$ cat src/rtl/rxs_pkg.sv
package rxs_pkg;
    localparam int unsigned NUM_FLAGS = 2;
    localparam int unsigned FLAG_FULL = 0;
    localparam int unsigned FLAG_OVR  = 1;

    typedef struct packed {
        logic flag;
        logic arm;
    } flag_state_t;
endpackage

$ cat src/rtl/rxs_flag_cell.sv
module rxs_flag_cell (
    input  logic clk_i,
    input  logic rst_ni,
    input  logic standby_i,
    input  logic rd_seen_i,
    input  logic sw_clr_i,
    input  logic hw_clr_i,
    input  logic set_i,
    output logic flag_o,
    output logic arm_o
);
    import rxs_pkg::*;

    flag_state_t st_d, st_q;

    always_comb begin
        st_d = st_q;
        if (standby_i) begin
            st_d.flag = 1'b0;
            st_d.arm  = 1'b0;
        end else begin
            if (sw_clr_i || hw_clr_i) st_d.flag = 1'b0;
            if (set_i)                st_d.flag = 1'b1;
            if (sw_clr_i)                       st_d.arm = 1'b0;
            else if (rd_seen_i && st_q.flag)    st_d.arm = 1'b1;
        end
    end

    always_ff @(posedge clk_i or negedge rst_ni) begin
        if (!rst_ni) st_q <= '0;
        else         st_q <= st_d;
    end

    assign flag_o = st_q.flag;
    assign arm_o  = st_q.arm;
endmodule

$ cat src/rtl/rxs_hold_reg.sv
module rxs_hold_reg #(
    parameter int unsigned DATA_W = 8
) (
    input  logic              clk_i,
    input  logic              rst_ni,
    input  logic              load_i,
    input  logic [DATA_W-1:0] byte_i,
    output logic [DATA_W-1:0] data_o
);
    logic [DATA_W-1:0] data_d, data_q;

    always_comb begin
        data_d = data_q;
        if (load_i) data_d = byte_i;
    end

    always_ff @(posedge clk_i or negedge rst_ni) begin
        if (!rst_ni) data_q <= '0;
        else         data_q <= data_d;
    end

    assign data_o = data_q;
endmodule

$ cat src/rtl/rxs_buf_status.sv
module rxs_buf_status #(
    parameter int unsigned DATA_W   = 8,
    parameter int unsigned FULL_BIT = 1,
    parameter int unsigned OVR_BIT  = 0
) (
    input  logic              clk_i,
    input  logic              rst_ni,
    input  logic              standby_i,
    input  logic              rx_en_i,
    input  logic              sync_mode_i,
    input  logic              frame_done_i,
    input  logic              frame_err_i,
    input  logic [DATA_W-1:0] frame_byte_i,
    input  logic              dma_rd_i,
    input  logic              reg_sel_i,
    input  logic              reg_rd_i,
    input  logic              reg_wr_i,
    input  logic [DATA_W-1:0] reg_wdata_i,
    output logic [DATA_W-1:0] reg_rdata_o,
    output logic              full_o,
    output logic              ovr_o,
    output logic              rx_hold_o,
    output logic              tx_block_o
);
    import rxs_pkg::*;

    localparam int unsigned BIT_POS [NUM_FLAGS] = '{FULL_BIT, OVR_BIT};

    logic [NUM_FLAGS-1:0] flag_q, arm_q, sw_clr, hw_clr, set_v, wr_bit;
    logic [DATA_W-1:0]    data_q;
    logic                 stat_rd, stat_wr, frame_ok, full_eff, load;

    assign stat_rd = reg_rd_i & reg_sel_i;
    assign stat_wr = reg_wr_i & reg_sel_i;

    generate
        for (genvar g = 0; g < NUM_FLAGS; g++) begin : g_flag
            assign wr_bit[g] = reg_wdata_i[BIT_POS[g]];
            assign sw_clr[g] = stat_wr & ~wr_bit[g] & arm_q[g];
            rxs_flag_cell u_cell (
                .clk_i     (clk_i),
                .rst_ni    (rst_ni),
                .standby_i (standby_i),
                .rd_seen_i (stat_rd),
                .sw_clr_i  (sw_clr[g]),
                .hw_clr_i  (hw_clr[g]),
                .set_i     (set_v[g]),
                .flag_o    (flag_q[g]),
                .arm_o     (arm_q[g])
            );
        end
    endgenerate

    assign frame_ok = frame_done_i & rx_en_i & ~frame_err_i & ~standby_i & ~flag_q[FLAG_OVR];
    assign full_eff = flag_q[FLAG_FULL] & ~dma_rd_i & ~sw_clr[FLAG_FULL];
    assign load     = frame_ok & ~full_eff;

    assign hw_clr[FLAG_FULL] = dma_rd_i;
    assign hw_clr[FLAG_OVR]  = 1'b0;
    assign set_v[FLAG_FULL]  = load;
    assign set_v[FLAG_OVR]   = frame_ok & full_eff;

    rxs_hold_reg #(.DATA_W(DATA_W)) u_hold (
        .clk_i  (clk_i),
        .rst_ni (rst_ni),
        .load_i (load),
        .byte_i (frame_byte_i),
        .data_o (data_q)
    );

    always_comb begin
        reg_rdata_o = '0;
        if (reg_sel_i) begin
            reg_rdata_o[FULL_BIT] = flag_q[FLAG_FULL];
            reg_rdata_o[OVR_BIT]  = flag_q[FLAG_OVR];
        end else begin
            reg_rdata_o = data_q;
        end
    end

    assign full_o     = flag_q[FLAG_FULL];
    assign ovr_o      = flag_q[FLAG_OVR];
    assign rx_hold_o  = flag_q[FLAG_OVR];
    assign tx_block_o = flag_q[FLAG_OVR] & sync_mode_i;
endmodule

$ cat config.mk
export PLATFORM = sky130hd
export DESIGN_NAME = rxs_buf_status
export DESIGN_NICKNAME = d
export VERILOG_FILES = /design/src/rtl/rxs_pkg.sv /design/src/rtl/rxs_flag_cell.sv /design/src/rtl/rxs_hold_reg.sv /design/src/rtl/rxs_buf_status.sv
export SDC_FILE = /design/constraint.sdc
export NUM_CORES = 1
export LEC_CHECK = 0
export BUFFER_PORTS_ARGS = -buffer_cell sky130_fd_sc_hd__buf_4
export CAP_MARGIN = 30
export CORE_UTILIZATION = 39
export DETAILED_ROUTE_END_ITERATION = 10
export PLACE_DENSITY_LB_ADDON = 0.05
export REMOVE_ABC_BUFFERS = 1
export SETUP_SLACK_MARGIN = 0.5
export SYNTH_ARGS = -nofsm -noshare
export SYNTH_HDL_FRONTEND = slang
export SYNTH_SLANG_ARGS = --single-unit
$ cat constraint.sdc
create_clock -name clk_i -period 2.05 [get_ports clk_i]
set_input_delay 0.3075 -clock clk_i [delete_from_list [all_inputs] [get_ports clk_i]]
set_output_delay 0.3075 -clock clk_i [all_outputs]
set_load 0.05 [all_outputs]
==> flow_summary.toml <==
[global_routing]
grt.overflow.total = 0
grt_max_degree = 13
grt_pass1_wl_mm = 1.83
grt_util_all_layers_pct = 17.2
antenna_found_initial = 0
first_global_vias = 409

[final_layout]
drive_gt1_share_pct = 63.1
final_core_util_pct = 67.3
multi_input_area_um2 = 275
fin_cells = 99
nNetsFinal = 113
area_growth_pct = 54.7
seq_area_um2 = 303
n_antenna_cell = 0
fillers = 111

[placement]
pre_cts_slack_ns = 0.228
numPortBuffers = 32
placed_cells = 91
dp_hpwl_um = 969
place.gp.congestion = 0.744

[sta]
fin_ws_ns = 0.562
fin_setup_tns_ns = 0
hold_violations = 0
setup_viol = 0
worst_pin_slew_ns = 0.263
finalCritPeriodShare_pct = 72.6
final.min_clock_period_ns = 1.49
clock_skew_ns = 0.00180
rsz0062_at_grt = "no"
drv_slew = 0
relSlewSlack_pct = 82.5
max_freq_ghz = 0.672

[yosys]
yosysSeqAreaShare_pct = 50.5
yosys_warnings = 0
yosys.area.top_type = "dfrtp_1"
synthArstFlopShare_pct = 100
synth_area_per_cell_um2 = 12.9
synth_seq_cells = 12
syn-cell-area_um2 = 594
synthTopCellsByArea = "dfrtp_1, mux2_2, nor2b_1, a311oi_4, a41o_1"
synth_edf_count = 0
syn_inst = 46
synthTopCellsByCount = "dfrtp_1, mux2_2, nor2b_1"
yosysMostFrequentCell = "dfrtp_1"
yosysUniqueCellTypes = 17
synth_top_area_share_pct = 50.5
synthFlopType = "dfrtp_1"

[die]
core_area_um2 = 1370
die_w_um = 41.0
io-pin-count = 39
start_util_pct = 43.5
die_y_um = 41.0
die_area_um2 = 1680
rows = 13

[detailed_routing]
final_antenna_net_count = 0
drtIter0Drc = 3
viasPerCell = 5.03
drc = 0
wl_per_cell_um = 12.4
drt_pass1_iterations = 4
dr_total_vias = 498
wirelength_mm = 1.23

[cts]
cts_buffers = 3
cts_max_level = 1
worstSkewPairLatency_ns = 0.26
clk_pin_slew_ns = 0.07
cts_buffer_depth = 2
clkSinkCount = 12
cts_root_buf = "clkbuf_4"
cts_tree = "built"

[setup_path]
cp-end-kind = "output pin"
critPathLaunchType = "flip-flop"
cp.required_ns = 1.74
cp_max_fo = 6
critPathKind = "flip-flop to output pin"
worstPathArrival_ns = 1.18

[pwr]
powerDensity_nw_per_um2 = 708
ir_drop_v = 0.000407
power.leakage_uw = 0.000471

[hold_path]
hold_path.class = "primary input to flip-flop"

[run_status]
status = "finished clean"

[flow_run]
maxCapViolCount = 0
worst max-delay path, stage by stage, from the launching register on:
cell	delay (ns)
dfrtp_2	0.46
mux2_2	0.27
buf_4	0.19
path summary, 6_finish.rpt:
check | slack, ns | from | cells past startpoint | end
hold reg to reg | 0.50 | u_hold.data_o[7]$_DFFE_PN0P_ | 1 | u_hold.data_o[7]$_DFFE_PN0P_
hold / removal | 0.22 | standby_i | 2 | g_flag[1].u_cell.arm_o$_DFFE_PN0P_
min in group asynchronous | 0.41 | rst_ni | 2 | u_hold.data_o[0]$_DFFE_PN0P_
max in group asynchronous | 1.48 | rst_ni | 2 | g_flag[0].u_cell.flag_o$_DFFE_PN0P_
setup / recovery | 0.56 | g_flag[0].u_cell.flag_o$_DFFE_PN0P_ | 2 | reg_rdata_o[1]
setup reg to reg | 0.61 | g_flag[0].u_cell.arm_o$_DFFE_PN0P_ | 4 | u_hold.data_o[1]$_DFFE_PN0P_
logic make-up after synthesis:
| group | Yosys count | synth area share [%] |
|---|---|---|
| AOI/OAI and AO/OA | 5 | 9.90 |
| buffers and inverters | 4 | 3.16 |
| DFF | 12 | 50.5 |
| muxes | 10 | 18.9 |
| and+or+nand+nor | 15 | 17.5 |
area by class of cell:
| type | instances | area share (%) |
|---|---|---|
| clock buffer | 3 | 2.45 |
| timing repair buffer | 37 | 31.8 |
| tap | 15 | 2.04 |
| sequential | 12 | 32.9 |
| multi-input combinational | 30 | 29.9 |
| inverter | 2 | 0.816 |
timing repair:
action                                  4_1_cts  5_1_grt
endpoints found under the setup margin        9        2
hold endpoints to repair                     12        0
pin swaps                                     1        0
resized for setup                             1        1
buffers inserted                              1        3
hold buffers                                  1        0
report_power, final:
group	total, uW	switching, uW	internal [uW]
clock	136	67.9	67.8
sequential	289	15.3	274
combinational	226	124	102
total	651	207	444
cell usage in the layout, fill, tap and decap left out:
master,count
buf_4,35
mux2_2,10
dfrtp_1,10
nor2b_1,6
clkbuf_4,3
inv_1,2
a31oi_1,2
nor2_1,2
a41o_1,2
dfrtp_2,2
and2_1,1
nand4b_2,1
nand4bb_1,1
a311oi_4,1
and4b_1,1
nor3_1,1
nand2_1,1
nor3b_1,1
dlygate4sd3_1,1
buf_12,1
stage by stage:
stage	area, um2	power [uW]	hold WS (ns)
after floorplan	583	436	0.0119
after global placement	842	515	0.154
after detailed placement	842	519	0.152
after CTS	896	660	0.212
after global routing	920	687	0.209
final	920	651	0.220
layer usage:
metal  vias to the layer above  share of wire (%)  track usage, %
met5                         -                  0               0
met4                         0                  0            2.50
met3                         0                9.0            8.15
met1                       234                 38            20.4
met2                        22                 53            28.5
li1                        242                  -               -
registers in the layout (all words and copies together) (netlist names):
name and flops:
u_hold.data_o 8, g_flag.u_cell.arm_o 2, g_flag.u_cell.flag_o 2
(Power assumes the default switching activity.)
